`src/rtl/icu_pkg.sv`:
```
`timescale 1ns/1ps
package icu_pkg;

    typedef enum logic {
        LK_OPEN,
        LK_HELD
    } lock_state_t;

    typedef enum logic [1:0] {
        FL_CLEAR,
        FL_SET,
        FL_ARMED
    } flag_state_t;

endpackage

```
`src/rtl/icu_sync_edge.sv`:
```
`timescale 1ns/1ps
module icu_sync_edge #(
    parameter int CNT_W       = 16,
    parameter int SYNC_STAGES = 2
) (
    input  logic             clk,
    input  logic             rst_n,
    input  logic             pin_in,
    input  logic [CNT_W-1:0] cnt_in,
    input  logic             edge_rise,
    output logic             edge_hit,
    output logic [CNT_W-1:0] cnt_tag
);
    localparam int LAST = SYNC_STAGES - 1;

    logic [SYNC_STAGES-1:0] stage_q;
    logic                   level_prev_q;
    logic [CNT_W-1:0]       tag_q [SYNC_STAGES];

    // pin synchronizer and previous-level register
    always_ff @(posedge clk or negedge rst_n) begin
        if (!rst_n) begin
            stage_q      <= '0;
            level_prev_q <= 1'b0;
        end else begin
            stage_q      <= {stage_q[SYNC_STAGES-2:0], pin_in};
            level_prev_q <= stage_q[LAST];
        end
    end

    // count travels in step with the pin sample it belongs to
    always_ff @(posedge clk) begin
        tag_q[0] <= cnt_in;
    end

    generate
        for (genvar g = 1; g < SYNC_STAGES; g++) begin : g_tag
            always_ff @(posedge clk) begin
                tag_q[g] <= tag_q[g-1];
            end
        end
    endgenerate

    always_comb begin
        if (edge_rise) begin
            edge_hit = stage_q[LAST] & ~level_prev_q;
        end else begin
            edge_hit = ~stage_q[LAST] & level_prev_q;
        end
    end

    assign cnt_tag = tag_q[LAST];

endmodule

```
`src/rtl/icu_read_lock.sv`:
```
`timescale 1ns/1ps
module icu_read_lock
    import icu_pkg::*;
(
    input  logic clk,
    input  logic rst_n,
    input  logic rd_hi,
    input  logic rd_lo,
    output logic xfer_ok
);
    lock_state_t state_q, state_d;

    always_ff @(posedge clk or negedge rst_n) begin
        if (!rst_n) begin
            state_q <= LK_OPEN;
        end else begin
            state_q <= state_d;
        end
    end

    always_comb begin
        state_d = state_q;
        xfer_ok = 1'b0;
        unique case (state_q)
            LK_OPEN: begin
                xfer_ok = !rd_hi;
                if (rd_hi) begin
                    state_d = LK_HELD;
                end
            end
            LK_HELD: begin
                xfer_ok = 1'b0;
                if (rd_lo) begin
                    state_d = LK_OPEN;
                end
            end
            default: begin
                state_d = LK_OPEN;
            end
        endcase
    end

endmodule

```
`src/rtl/icu_flag_ctl.sv`:
```
`timescale 1ns/1ps
module icu_flag_ctl
    import icu_pkg::*;
(
    input  logic clk,
    input  logic rst_n,
    input  logic edge_hit,
    input  logic rd_stat,
    input  logic rd_lo,
    output logic flag
);
    flag_state_t state_q, state_d;

    always_ff @(posedge clk or negedge rst_n) begin
        if (!rst_n) begin
            state_q <= FL_CLEAR;
        end else begin
            state_q <= state_d;
        end
    end

    always_comb begin
        state_d = state_q;
        flag    = 1'b1;
        unique case (state_q)
            FL_CLEAR: begin
                flag = 1'b0;
                if (edge_hit) begin
                    state_d = FL_SET;
                end
            end
            FL_SET: begin
                if (rd_stat && !edge_hit) begin
                    state_d = FL_ARMED;
                end
            end
            FL_ARMED: begin
                if (edge_hit) begin
                    state_d = FL_SET;
                end else if (rd_lo) begin
                    state_d = FL_CLEAR;
                end
            end
            default: begin
                state_d = FL_CLEAR;
            end
        endcase
    end

endmodule

```
`src/rtl/icu_capture_reg.sv`:
```
`timescale 1ns/1ps
module icu_capture_reg #(
    parameter int CNT_W = 16
) (
    input  logic             clk,
    input  logic             load,
    input  logic [CNT_W-1:0] cnt_tag,
    output logic [CNT_W-1:0] cap_q
);
    localparam logic [CNT_W-1:0] SYNC_OFFSET = CNT_W'(1);

    // no reset: contents survive a reset
    always_ff @(posedge clk) begin
        if (load) begin
            cap_q <= cnt_tag + SYNC_OFFSET;
        end
    end

endmodule

```
`src/rtl/icu_capture_unit.sv`:
```
`timescale 1ns/1ps
module icu_capture_unit #(
    parameter int CNT_W       = 16,
    parameter int SYNC_STAGES = 2,
    localparam int HALF_W     = CNT_W / 2
) (
    input  logic              clk,
    input  logic              rst_n,
    input  logic              pin_in,
    input  logic [CNT_W-1:0]  cnt_in,
    input  logic              edge_rise,
    input  logic              irq_en,
    input  logic              rd_stat,
    input  logic              rd_hi,
    input  logic              rd_lo,
    output logic [HALF_W-1:0] cap_hi,
    output logic [HALF_W-1:0] cap_lo,
    output logic              cap_flag,
    output logic              irq
);
    logic             edge_hit;
    logic [CNT_W-1:0] cnt_tag;
    logic             xfer_ok;
    logic [CNT_W-1:0] cap_q;

    icu_sync_edge #(
        .CNT_W       (CNT_W),
        .SYNC_STAGES (SYNC_STAGES)
    ) u_sync_edge (
        .clk       (clk),
        .rst_n     (rst_n),
        .pin_in    (pin_in),
        .cnt_in    (cnt_in),
        .edge_rise (edge_rise),
        .edge_hit  (edge_hit),
        .cnt_tag   (cnt_tag)
    );

    icu_read_lock u_read_lock (
        .clk     (clk),
        .rst_n   (rst_n),
        .rd_hi   (rd_hi),
        .rd_lo   (rd_lo),
        .xfer_ok (xfer_ok)
    );

    icu_flag_ctl u_flag_ctl (
        .clk      (clk),
        .rst_n    (rst_n),
        .edge_hit (edge_hit),
        .rd_stat  (rd_stat),
        .rd_lo    (rd_lo),
        .flag     (cap_flag)
    );

    icu_capture_reg #(
        .CNT_W (CNT_W)
    ) u_capture_reg (
        .clk     (clk),
        .load    (edge_hit & xfer_ok),
        .cnt_tag (cnt_tag),
        .cap_q   (cap_q)
    );

    assign cap_hi = cap_q[CNT_W-1:HALF_W];
    assign cap_lo = cap_q[HALF_W-1:0];
    assign irq    = cap_flag & irq_en;

endmodule

```
`config.mk`:
```
export PLATFORM = sky130hd
export DESIGN_NAME = icu_capture_unit
export DESIGN_NICKNAME = d
export VERILOG_FILES = /design/src/rtl/icu_pkg.sv /design/src/rtl/icu_sync_edge.sv /design/src/rtl/icu_read_lock.sv /design/src/rtl/icu_flag_ctl.sv /design/src/rtl/icu_capture_reg.sv /design/src/rtl/icu_capture_unit.sv
export SDC_FILE = /design/constraint.sdc
export NUM_CORES = 1
export LEC_CHECK = 0
export BUFFER_PORTS_ARGS = -buffer_cell sky130_fd_sc_hd__buf_2
export CORE_MARGIN = 1.5
export CORE_UTILIZATION = 51
export CTS_BUF_LIST = sky130_fd_sc_hd__clkbuf_16
export CTS_CLUSTER_DIAMETER = 30
export DETAILED_ROUTE_END_ITERATION = 10
export PLACE_DENSITY = 0.8
export SETUP_SLACK_MARGIN = 0.2
export SLEW_MARGIN = 40
export SYNTH_ARGS = -nofsm -noshare
export SYNTH_HDL_FRONTEND = slang
export SYNTH_HIERARCHICAL = 1
export SYNTH_SLANG_ARGS = --single-unit
```
`constraint.sdc`:
```
create_clock -name clk -period 1.97 [get_ports clk]
set_clock_uncertainty 0.05 [all_clocks]
set_input_delay 0.0985 -clock clk [delete_from_list [all_inputs] [get_ports clk]]
set_output_delay 0.0985 -clock clk [all_outputs]
set_load 0.005 [all_outputs]
```
### Word-level counts from Yosys, hierarchy flattened

Memories as Yosys holds them, arrays and structs flattened.
Index checks and enable logic that the tools add are counted.

* bits in registers: 22
* RAM bits: 32
* bits of input ports: 24
* output and inout port bits: 18
* logic and storage cells: 35
* memories: 1

* $add $sub $neg: 1
* eq/ne operators: 5
* multiplexer cells: 11
* bitwise logic cells: 7
* reduce and logical (&&, ||, !) cells: 5

Memories
* u_sync_edge.tag_q: words 2, bits a word 16, read ports 2, clocked after Yosys merged registers in 0, wr ports 2, line icu_sync_edge.sv:18 `logic [CNT_W-1:0] tag_q [SYNC_STAGES];`

Operators with widths (number)
* $add 16x1->16 const B: 1
* $mux 2: 4
* $pmux 2 s3: 1
* $and 1x1->1: 4
* $mux 1: 4
* $pmux 1 s2: 2
* $ne 3x3->1 const B: 1
* $not 1->1: 3
* $reduce_and 3->1: 1
* $eq 2x1->1 const B: 1
* $eq 2x2->1 const B: 1
* $logic_not 1->1: 2
* $logic_not 2->1: 1
* $ne 2x1->1 const B: 1
* $ne 2x2->1 const B: 1
* $logic_and 1x1->1: 1

### Logic depth before layout (Yosys ltp)

Gate-level depths: netlist of run 1.

* word-level depth: 7
* depth in mapped cells: 5
* gate-level depth less buffers: 4

### By module

Netlist of run 1, hierarchy kept.

By module, submodules not included
* icu_sync_edge: times used 1, cells each 54, area an instance 858.3 um^2, sequential area each 715.7 um^2
* icu_capture_reg: times used 1, cells each 57, area an instance 782.0 um^2, sequential area each 480.5 um^2
* icu_flag_ctl: times used 1, cells each 8, area an instance 96.3 um^2, sequential area each 50.0 um^2
* icu_read_lock: times used 1, cells each 3, area an instance 33.8 um^2, sequential area each 25.0 um^2
* icu_capture_unit: times used 1, cells each 2, area an instance 12.5 um^2, sequential area each 0.0 um^2

### Least setup slack after synthesis of run 1

No wires, ideal clock.

* path kind: reg-to-reg
* start point: register u_sync_edge.stage_q[1]
* end point: register u_capture_reg.cap_q[0] (enable)
* setup time: 0.374 ns
* arrival: 1.130 ns
* required time: 1.546 ns
* slack: 0.416 ns
* stages on the path, launching flop included: 4
* buffers on the path: 0
* clock period less this slack: 1.554 ns
* cells stage by stage: dfrtp_1 -> nand2b_1 -> o21ai_2 -> and2_1

* longest elaborated chain between the ends: 4
* elaborated cells on any way between the ends: 5
* classes of those cells: mux: 1; bitwise: 4

Ends and longest elaborated chain
* start, declared: line icu_sync_edge.sv:16 `logic [SYNC_STAGES-1:0] stage_q;`
* start signal, assigned: line icu_sync_edge.sv:26 `stage_q <= {stage_q[SYNC_STAGES-2:0], pin_in};`
* $not 1->1: line icu_sync_edge.sv:48 `edge_hit = ~stage_q[LAST] & level_prev_q;`
* $and 1x1->1: line icu_sync_edge.sv:48
* $mux 1 *: line icu_sync_edge.sv:45 `if (edge_rise) begin`
* via edge_hit: line icu_capture_unit.sv:21 `logic edge_hit;`
* $and 1x1->1 *: line icu_capture_unit.sv:60 `.load (edge_hit & xfer_ok),`
* end signal, assigned: line icu_capture_reg.sv:15 `cap_q <= cnt_tag + SYNC_OFFSET;`
* end, declared: line icu_capture_reg.sv:8 `output logic [CNT_W-1:0] cap_q`

Mark *: on every way through the listed nets, which the timed path passes. The rest lies on a longest branch.
A chain may end at the register's enable or synchronous reset.

==> flow_summary_export.csv, run 1 <==
group,metric,value,unit
setup_path,worstReg2RegEnd,"u_capture_reg/cap_q[13]$_DFFE_PP_",
sta,fin_crit,1.516,ns
die,core_area,3337,um2
synth,ys_seq_area_share,71.30,%
synth,ys_async_sr_fraction,11.11,%
placed_design,place_congestion,0.8386,
global_route,antenna_found_initial,0,
global_route,met3_usage,6.159,%
synth,synth_cell_types,25,
die,io_pins,42,
placed_design,dp_hpwl,1706,um
setup_path,ff2ff_path_depth,3,
clock_tree,cts_max_path_buffers,2,
final_layout,final_cell_mix,"buf_2, dfxtp_1, dlygate4sd3_1",
setup_path,cp-start-kind,"register",
synth,ys_dominant_reg_cell,"dfxtp_1",
setup_path,setup.worst_path.end_class,"register",
sta,worstMarginPinSlew,0.3458,ns
setup_path,rr_startpoint,"u_sync_edge/tag_q[0][18]$_DFF_P_",
sta,final.period_utilization,76.96,%
synth,synth.avg_cell_area,14.38,um2
global_route,grt_pass1_wl,4319,um
setup_path,cp_cell_sequence,"nand3_1, nor4_2, xor2_1",
clock_tree,htree_levels,2,
sta,setup_viol,0,
global_route,met1_usage,14.29,%
synth,synth_fp_nets,149,
placed_design,port-buffer-count,41,
placed_design,post_dp_cell_area,1933,um2
clock_tree,postCtsHoldBufs,19,
power,clockPowerShare,42.7,%
clock_tree,clkSinkCount,54,
sta,finalHoldViolCount,0,
sta,timing.final.max_slew_violations,0,
synth,synth_simple_gate_area_share,12.00,%
drt,viasPerCell,4.561,
synth,syn-cell-area,1783,um2
final_layout,syn_to_final_growth,29.40,%
setup_path,required,1.94,ns
power,power.total,0.002378,W
synth,ys_ff_latch,54,
synth,synth_warnings,6,
power,p_comb_share,5.4,%
drt,wl,2558,um
final_layout,drive_gt1_share,32.20,%
power,peakVddDrop,0.0007940,V
die,die_x,62.13,um
synth,synth_adder_area_share,0.7018,%
global_route,grt-ovfl-total,0,
drt,drt_iter0_drc,41,
final_layout,n_antenna_cell,0,
global_route,grt_pass1_vias,1049,
power,switchingPower,0.0004263,W
drt,ant_nets,0,
setup_path,slowest_delay,0.42,ns
clock_tree,cts_resized,0,
power,leakagePower,0.9635,nW
power,power_switching_share,17.93,%
drt,drc_errors,0,
setup_path,ff2ff_setup_slack,0.45,ns
drt,wire_per_inst,11.47,um
clock_tree,post-cts-setup-buffers,0,
power,powerDensity,1030,nW/um2
synth,synth-compound-area-share,1.754,%
hold_path,hold_path_class,"in2reg",
power,p_int,0.001951,W
final_layout,stdcell_count,223,
drt,vias,1017,
clock_tree,clk_latency,0.28,ns
setup_path,worstSetupPathType,"reg2reg",
drt,drtPass1Iterations,3,
setup_path,cp_slowest_cell,"nor4_2",
job,drv_cap,0,
global_route,gr-usage-met2,26.77,%
setup_path,endpoint,"u_capture_reg/cap_q[13]$_DFFE_PP_",
setup_path,critPathArrivalTime,1.49,ns
sta,timing.fmax,659.6,MHz
final_layout,fin_util,69.14,%
setup_path,worstSetupStartpoint,"u_sync_edge/tag_q[0][18]$_DFF_P_",
final_layout,postLayoutCellArea,2307,um2
status,outcome,"finished clean",
global_route,grt_start_max_net_pins,17,
die,rows,21,
die,start_util,53.43,%
clock_tree,cts_tree,"built",
die,die-area,3860,um2
synth,synth_edf_count,16,
synth,synthCells,124,
global_route,busiest_layer,"met2",
synth,synth_xor_area_share,6.877,%
sta,slew_headroom,76.88,%
setup_path,critPathMaxFanout,7,
global_route,track_usage,14.57,%
power,p_seq_share,51.9,%
clock_tree,clk_pin_slew_worst_paths,0.06,ns
synth,synth_top_family_by_area,"simple AND/OR/NAND/NOR gates",
clock_tree,numCtsBuffers,5,
die,die_h,62.13,um
synth,synthMuxAreaShare,0,%
sta,rsz0062_at_grt,"no",
final_layout,final_common_cell,"buf_2",
clock_tree,ctsRootBufferMaster,"clkbuf_16",
sta,finalSetupTns,0,ns
final_layout,nNetsFinal,201,
placed_design,placed_cells,196,
[worst min-delay path by stage]
stage	startpoint	to	slack, ns	cells past startpoint
after floorplan	rst_n	u_flag_ctl/state_q[0]$_DFFE_PN0P_	-0.25	0
after global placement	rst_n	u_flag_ctl/state_q[0]$_DFFE_PN0P_	-0.13	1
after detailed placement	rst_n	u_flag_ctl/state_q[0]$_DFFE_PN0P_	-0.12	1
after CTS	rd_stat	u_flag_ctl/state_q[1]$_DFFE_PN0P_	0.05	3
after global routing	rd_stat	u_flag_ctl/state_q[0]$_DFFE_PN0P_	0.06	3
final	rd_stat	u_flag_ctl/state_q[1]$_DFFE_PN0P_	0.07	3
[final cells by class]
class                      count  area (um2)
sequential                    54        1271
fill                         224        1030
timing repair buffer          61       402.9
multi-input combinational     51       380.4
clock buffer                   6       150.1
tap                           46       57.56
clock inverter                 2       33.78
inverter                       3       11.26
[metrics by stage]
step | hold WS, ns | setup slack, ns
after floorplan | -0.2471 | 0.4162
after global placement | -0.1276 | 0.5812
after detailed placement | -0.1242 | 0.4494
after CTS | 0.05383 | 0.4462
after global routing | 0.06241 | 0.3558
final | 0.06502 | 0.4539
[Yosys cell counts (2+ instances only)]
cell,instances,area [um2]
dfxtp_1,32,640.6
buf_4,16,120.1
edfxtp_1,16,480.5
xor2_1,10,87.58
dfrtp_1,6,150.1
nand3_1,5,25.02
nand2_1,4,15.01
nor2_1,4,15.01
nor3_1,4,20.02
nor4_2,4,50.05
xnor2_1,4,35.03
inv_1,3,11.26
and2_1,2,12.51
nand3b_1,2,15.01
nand4_1,2,12.51
[flip-flops by register name, indices dropped and copies added, names as in the netlist]
| signal | count |
|---|---|
| u_capture_reg/cap_q | 16 |
| u_flag_ctl/state_q | 2 |
| u_read_lock/state_q | 1 |
| u_sync_edge/level_prev_q | 1 |
| u_sync_edge/stage_q | 2 |
| u_sync_edge/tag_q | 32 |
[critical path, delay by kind of cell (launching register included)]
kind | cells | cell delay, ns
DFF | 1 | 0.39
and+or+nand+nor | 2 | 0.71
xor gates and xnor gates | 1 | 0.11
[kinds of logic (layout without fill, tap and decap cells)]
logic type,Yosys count,in the layout
adder cells (fa/ha/maj),1,1
AND/OR/NAND/NOR,32,32
AO/OA/AOI/OAI,4,4
XOR/XNOR,14,14
buffers and inverters,19,72
flip-flops,54,54
[power groups by stage]
| stage | sequential, W | clock [W] | combinational [W] |
|---|---|---|---|
| after floorplan | 0.00124 | 0 | 0.0000843 |
| after global placement | 0.00125 | 0 | 0.0000931 |
| after detailed placement | 0.00126 | 0 | 0.0000981 |
| after CTS | 0.00123 | 0.00103 | 0.000127 |
| after global routing | 0.00124 | 0.00108 | 0.000141 |
| final | 0.00123 | 0.00102 | 0.000128 |
[metal layers]
| metal | routed length, um | share of wire [%] |
|---|---|---|
| met4 | 33 | 1.3 |
| met5 | 0 | 0 |
| met2 | 1331 | 52 |
| met1 | 1046 | 41 |
| met3 | 147 | 5.7 |
Power figures use the tool's default switching activity.
==> inputs of run 2 (changes only) <==
--- a/config.mk
+++ b/config.mk
@@ -5,13 +5,14 @@
 export SDC_FILE = /design/constraint.sdc
 export NUM_CORES = 1
 export LEC_CHECK = 0
+export ABC_AREA = 1
 export BUFFER_PORTS_ARGS = -buffer_cell sky130_fd_sc_hd__buf_2
 export CORE_MARGIN = 1.5
-export CORE_UTILIZATION = 51
+export CORE_UTILIZATION = 52
 export CTS_BUF_LIST = sky130_fd_sc_hd__clkbuf_16
 export CTS_CLUSTER_DIAMETER = 30
 export DETAILED_ROUTE_END_ITERATION = 10
-export PLACE_DENSITY = 0.8
+export PLACE_DENSITY = 0.81
 export SETUP_SLACK_MARGIN = 0.2
 export SLEW_MARGIN = 40
 export SYNTH_ARGS = -nofsm -noshare
==> constraint.sdc (replaced) <==
create_clock -name clk -period 1.54 [get_ports clk]
set_clock_uncertainty 0.05 [all_clocks]
set_input_delay 0.077 -clock clk [delete_from_list [all_inputs] [get_ports clk]]
set_output_delay 0.077 -clock clk [all_outputs]
set_load 0.005 [all_outputs]
==> flow_summary_export.csv, run 2 <==
group,metric,value,unit
synth,synth_simple_gate_area_share,17.68,%
final_layout,stdcell_count,278,
synth,synth_fp_nets,199,
synth,ys_seq_area_share,67.28,%
placed_design,placed_cells,245,
hold_path,hold_path_class,"in2reg",
drt,drc_errors,0,
synth,synth_warnings,6,
die,io_pins,42,
final_layout,drive_gt1_share,36.64,%
global_route,antenna_found_initial,0,
final_layout,final_cell_mix,"buf_2, nand2_1, dfxtp_1",
setup_path,slowest_delay,0.56,ns
sta,timing.final.max_slew_violations,0,
sta,hold-worst-slack,-0.001554,ns
sta,finalHoldViolCount,1,
placed_design,port-buffer-count,41,
placed_design,post_dp_cell_area,2036,um2
synth,synth.most_common_cell,"nand2_1",
global_route,gr-usage-met2,27.53,%
power,power_switching_share,20.66,%
synth,synth_top_area_share,33.91,%
drt,wire_per_inst,10.82,um
synth,ys_top_cells_by_area,"dfxtp_1, edfxtp_1, dfrtp_1, nand2_1, buf_4",
sta,rsz0062_at_grt,"yes",
final_layout,final_common_cell,"buf_2",
power,peakVddDrop,0.001165,V
die,core_area,3416,um2
final_layout,largest_reg_flops,32,
clock_tree,clkSinkCount,54,
clock_tree,clk_pin_slew_worst_paths,0.07,ns
synth,synth-compound-area-share,0.7947,%
synth,synthCells,174,
synth,ys_top_cells_by_count,"nand2_1, dfxtp_1, inv_1",
drt,drtPass1Iterations,4,
global_route,grt_pass1_wl,4712,um
status,outcome,"complete, but fails checks",
job,drv_cap,0,
sta,timing.fmax,738.9,MHz
hold_path,hold_path_depth,4,
setup_path,ff2ff_setup_slack,0.24,ns
setup_path,cp_slowest_cell,"dlygate4sd3_1",
synth,ys_dominant_reg_cell,"dfxtp_1",
power,p_int,0.002271,W
final_layout,postLayoutCellArea,2499,um2
sta,finalSetupTns,0,ns
die,die_h,63.28,um
synth,ys_ff_latch,54,
drt,viasPerCell,4.424,
final_layout,syn_to_final_growth,32.25,%
global_route,grt-ovfl-total,0,
setup_path,critPathArrivalTime,1.30,ns
setup_path,ff2ff_path_depth,6,
clock_tree,ctsRootBufferMaster,"clkbuf_16",
sta,fin_crit,1.353,ns
final_layout,reg.largest.list,"u_sync_edge/tag_q: 32 flops, u_capture_reg/cap_q: 16 flops",
sta,slew_headroom,87.85,%
final_layout,nNetsFinal,256,
final_layout,largest_register,"u_sync_edge/tag_q",
setup_path,cp-start-kind,"input port",
synth,synth_top_family_by_area,"simple AND/OR/NAND/NOR gates",
synth,synth_cell_types,20,
status,violations,"hold timing",
clock_tree,cts_max_path_buffers,2,
die,rows,21,
synth,yosysTopAreaCell,"dfxtp_1",
setup_path,rr_startpoint,"u_sync_edge/stage_q[1]$_DFF_PN0_",
drt,drt_iter0_drc,50,
synth,ys_async_sr_fraction,11.11,%
synth,synth_adder_area_share,0.6623,%
synth,synth_xor_area_share,3.245,%
global_route,met3_usage,3.929,%
power,p_comb_share,8.0,%
sta,final.period_utilization,87.88,%
setup_path,critPathMaxFanout,5,
setup_path,worstReg2RegEnd,"u_capture_reg/cap_q[13]$_DFFE_PP_",
clock_tree,numCtsBuffers,5,
setup_path,cp_cell_sequence,"dlygate4sd3_1, buf_2, nor2_1, nand2_2, clkinvlp_4, clkbuf_16",
power,powerDensity,1146,nW/um2
final_layout,n_antenna_cell,0,
final_layout,fin_util,73.15,%
placed_design,place_congestion,0.8160,
synth,synth_edf_count,16,
synth,synth.avg_cell_area,10.86,um2
clock_tree,clk_latency,0.28,ns
sta,setup_viol,0,
power,leakagePower,1.132,nW
clock_tree,htree_levels,2,
placed_design,dp_hpwl,1756,um
final_layout,num-fill-cells,245,
clock_tree,cts_tree,"built",
global_route,grt_start_max_net_pins,18,
die,start_util,55.31,%
synth,synthMuxAreaShare,0,%
global_route,grt_pass1_vias,1151,
setup_path,endpoint,"u_capture_reg/cap_q[13]$_DFFE_PP_",
global_route,track_usage,15.45,%
drt,vias,1230,
power,clockPowerShare,36.4,%
setup_path,required,1.49,ns
drt,wl,3007,um
setup_path,setup.worst_path.end_class,"register",
synth,syn-cell-area,1889,um2
global_route,busiest_layer,"met2",
setup_path,worstSetupStartpoint,"rd_hi",
drt,ant_nets,0,
global_route,met1_usage,17.33,%
setup_path,worstSetupPathType,"in2reg",
sta,worstMarginPinSlew,0.1815,ns
power,switchingPower,0.0005914,W
power,p_seq_share,55.6,%
die,die-area,4004,um2
die,die_x,63.28,um
## run 2: worst min-delay path by stage
stage,endpoint,from
global placement,u_sync_edge/stage_q[1]$_DFF_PN0_,rst_n
detailed placement,u_read_lock/state_q$_DFF_PN0_,rst_n
finish,u_read_lock/state_q$_DFF_PN0_,rd_lo
floorplan,u_flag_ctl/state_q[0]$_DFFE_PN0P_,rst_n
CTS,u_flag_ctl/state_q[1]$_DFFE_PN0P_,rd_lo
global route,u_flag_ctl/state_q[1]$_DFFE_PN0P_,rd_lo
## run 2: repair_timing
item,4_1_cts,5_1_grt
resized for setup,5,19
gates cloned,0,1
hold buffers,20,0
endpoints found under the hold margin,24,0
setup buffers,2,3
pin swaps,0,3
setup endpoints to repair,18,24
## run 2: kinds of logic (layout without fill, tap and decap cells)
kind of cell    count (synthesis)  count (layout)
buf+inv                        36              94
simple gates                   73              73
fa+ha+maj                       1               1
xor+xnor                        7               7
compound gates                  3               3
flops                          54              54
## run 2: per-layer routing
layer  vias to the layer above  routed length [um]  share of wire, %
met2                        29                1597                53
met4                         0                  21              0.70
li1                        641                   -                 -
met5                         -                   0                 0
met1                       558                1273                42
met3                         2                 115               3.8
## run 2: power by group through the flow
stage | registers [W] | logic (W) | clock network, W
floorplan | 0.00160 | 0.000138 | 0
global placement | 0.00161 | 0.000160 | 0
detailed placement | 0.00162 | 0.000163 | 0
CTS | 0.00159 | 0.000211 | 0.00106
global route | 0.00160 | 0.000257 | 0.00114
finish | 0.00159 | 0.000229 | 0.00104
## run 2: area by class of cell
type / count / area (um2) / area share, %
clock buffer: 5 / 125.1 / 5.008
clock inverter: 3 / 18.77 / 0.7511
inverter: 20 / 78.83 / 3.155
multi-input combinational: 84 / 467.9 / 18.73
sequential: 54 / 1281 / 51.28
tap: 46 / 57.56 / 2.303
timing repair buffer: 66 / 469.2 / 18.78
## run 2: per-stage QoR
step                hold slack, ns  setup WS [ns]  total power, W
detailed placement         -0.1431         0.1121        0.001779
global placement           -0.1457         0.1686        0.001772
finish                   -0.001554         0.1866        0.002862
floorplan                  -0.2686         0.2183        0.001733
CTS                       0.005856         0.1985        0.002858
global route               0.02556         0.1772        0.003001
## run 2: worst max-delay path: cells and delay by family
family | cells | cell delay [ns]
buffers and inverters | 4 | 0.97
AND/OR/NAND/NOR | 2 | 0.25
==> inputs of run 3 (changes only) <==
--- a/config.mk
+++ b/config.mk
@@ -8,11 +8,11 @@
 export ABC_AREA = 1
 export BUFFER_PORTS_ARGS = -buffer_cell sky130_fd_sc_hd__buf_2
 export CORE_MARGIN = 1.5
-export CORE_UTILIZATION = 52
+export CORE_UTILIZATION = 55
 export CTS_BUF_LIST = sky130_fd_sc_hd__clkbuf_16
 export CTS_CLUSTER_DIAMETER = 30
 export DETAILED_ROUTE_END_ITERATION = 10
-export PLACE_DENSITY = 0.81
+export PLACE_DENSITY = 0.85
 export SETUP_SLACK_MARGIN = 0.2
 export SLEW_MARGIN = 40
 export SYNTH_ARGS = -nofsm -noshare
==> constraint.sdc (replaced) <==
create_clock -name clk -period 1.6 [get_ports clk]
set_clock_uncertainty 0.05 [all_clocks]
set_input_delay 0.08 -clock clk [delete_from_list [all_inputs] [get_ports clk]]
set_output_delay 0.08 -clock clk [all_outputs]
set_load 0.005 [all_outputs]
==> flow_summary_export.csv, run 3 (synthesis results as in run 2) <==
group,metric,value,unit
clock_tree,cts_max_path_buffers,2,
power,powerDensity,1158,nW/um2
placed_design,place_congestion,0.8345,
clock_tree,htree_levels,2,
setup_path,slowest_delay,0.34,ns
power,switchingPower,0.0006067,W
die,die-area,3796,um2
die,io_pins,42,
setup_path,cp_cell_sequence,"ha_2, nand3_2, inv_2, nand2_2, o21ai_1, nand2_1",
sta,final.period_utilization,81.55,%
setup_path,crit_cells,6,
sta,rsz0062_at_grt,"yes",
die,die_h,61.61,um
global_route,met1_usage,18.81,%
final_layout,n_antenna_cell,0,
setup_path,worstSetupStartpoint,"u_sync_edge/tag_q[0][16]$_DFF_P_",
setup_path,setup.worst_path.end_class,"register",
power,leakagePower,1.112,nW
final_layout,stdcell_count,273,
setup_path,ff2ff_path_depth,6,
final_layout,final_common_cell,"buf_2",
power,p_seq_share,54.7,%
setup_path,endpoint,"u_capture_reg/cap_q[10]$_DFFE_PP_",
die,core_area,3311,um2
setup_path,cp-start-kind,"register",
drt,drc_errors,0,
final_layout,largest_register,"u_sync_edge/tag_q",
final_layout,postLayoutCellArea,2410,um2
setup_path,required,1.59,ns
power,peakVddDrop,0.001206,V
global_route,antenna_found_initial,0,
drt,wire_per_inst,10.68,um
global_route,met3_usage,5.672,%
final_layout,largest_reg_flops,32,
drt,vias,1234,
drt,ant_nets,0,
clock_tree,clk_latency,0.29,ns
sta,slew_headroom,88.32,%
global_route,grt_start_max_net_pins,19,
setup_path,cp_slowest_cell,"dfxtp_2",
setup_path,ff2ff_setup_slack,0.30,ns
setup_path,rr_startpoint,"u_sync_edge/tag_q[0][16]$_DFF_P_",
placed_design,port-buffer-count,41,
sta,finalHoldViolCount,0,
final_layout,nNetsFinal,251,
sta,worstMarginPinSlew,0.1733,ns
final_layout,drive_gt1_share,32.60,%
setup_path,critPathMaxFanout,3,
clock_tree,cts_tree,"built",
hold_path,hold_path_class,"in2reg",
power,clockPowerShare,37.9,%
clock_tree,ctsRootBufferMaster,"clkbuf_16",
power,power.total,0.002790,W
final_layout,syn_to_final_growth,27.55,%
sta,timing.fmax,766.4,MHz
sta,timing.final.max_slew_violations,0,
global_route,track_usage,17.45,%
die,start_util,57.07,%
setup_path,crit_family,"flip-flops",
placed_design,dp_slack,0.2044,ns
power,p_int,0.002183,W
status,outcome,"finished clean",
setup_path,path_buf_inv,1,
final_layout,num-fill-cells,242,
global_route,grt-ovfl-total,0,
final_layout,final_cell_mix,"buf_2, nand2_1, dfxtp_1",
drt,drtPass1Iterations,4,
power,p_comb_share,7.4,%
global_route,grt_pass1_vias,1146,
sta,worst_slack,0.2952,ns
job,drv_cap,0,
sta,fin_crit,1.305,ns
die,die_x,61.61,um
placed_design,post_dp_cell_area,2052,um2
clock_tree,clk_pin_slew_worst_paths,0.07,ns
sta,finalSetupTns,0,ns
power,power_switching_share,21.75,%
die,rows,21,
drt,drt_iter0_drc,68,
placed_design,placed_cells,246,
drt,wl,2915,um
global_route,gr-usage-met2,30.83,%
sta,setup_viol,0,
setup_path,worstSetupPathType,"reg2reg",
final_layout,reg.largest.list,"u_sync_edge/tag_q: 32 flops, u_capture_reg/cap_q: 16 flops",
setup_path,critPathArrivalTime,1.30,ns
global_route,busiest_layer,"met2",
placed_design,dp_hpwl,1846,um
global_route,grt_pass1_wl,4595,um
clock_tree,numCtsBuffers,5,
clock_tree,clkSinkCount,54,
drt,viasPerCell,4.520,
clock_tree,post-cts-setup-buffers,0,
setup_path,worstReg2RegEnd,"u_capture_reg/cap_q[10]$_DFFE_PP_",
==> run 3: power groups by stage <==
stage                     combinational, W  sequential [W]  clock (W)
after CTS                         0.000200         0.00152    0.00107
after global placement            0.000157         0.00155          0
after global routing              0.000235         0.00154    0.00114
after floorplan                   0.000132         0.00154          0
after detailed placement          0.000164         0.00156          0
final                             0.000206         0.00153    0.00106
==> run 3: what timing repair did <==
action | in CTS | in global routing
setup endpoints to repair | 1 | 21
resized for setup | 1 | 11
cloned | 0 | 0
hold buffers | 19 | 0
endpoints found under the hold margin | 24 | 0
==> run 3: layer usage <==
layer / share of wire [%] / wire (um) / vias to the layer above
met2: 52 / 1526 / 33
met5: 0 / 0 / -
li1: - / - / 635
met4: 2.1 / 61 / 0
met1: 41 / 1190 / 560
met3: 4.7 / 137 / 6
==> run 3: cell type report <==
type	count	area [um2]	area share [%]
Sequential cell	54	1280	53.12
Clock inverter	3	23.77	0.9865
Inverter	20	75.07	3.115
Tap cell	46	57.56	2.388
Timing Repair Buffer	61	415.4	17.24
Multi-Input combinational cell	84	432.9	17.96
Clock buffer	5	125.1	5.192
==> run 3: worst register-to-register path, stage by stage, from the launching register on <==
cell	delay, ns
dfxtp_2	0.34
ha_2	0.20
nand3_2	0.12
inv_2	0.10
nand2_2	0.07
o21ai_1	0.12
nand2_1	0.07
==> run 3: worst min-delay path by stage <==
stage,cells past startpoint,slack [ns],start,end
after floorplan,0,-0.27,rst_n,u_flag_ctl/state_q[0]$_DFFE_PN0P_
after global placement,1,-0.14,rst_n,u_sync_edge/level_prev_q$_DFF_PN0_
after detailed placement,1,-0.14,rst_n,u_sync_edge/level_prev_q$_DFF_PN0_
after CTS,4,0.005,rd_lo,u_flag_ctl/state_q[1]$_DFFE_PN0P_
after global routing,4,0.03,rd_lo,u_flag_ctl/state_q[1]$_DFFE_PN0P_
final,4,0.006,rd_lo,u_flag_ctl/state_q[1]$_DFFE_PN0P_
==> run 3: through the flow <==
step / utilization (%) / hold slack [ns]
finish: 72.79 / 0.006121
global route: 72.79 / 0.03042
CTS: 72.30 / 0.004867
detailed placement: 61.98 / -0.1436
global placement: 61.98 / -0.1442
floorplan: - / -0.2656
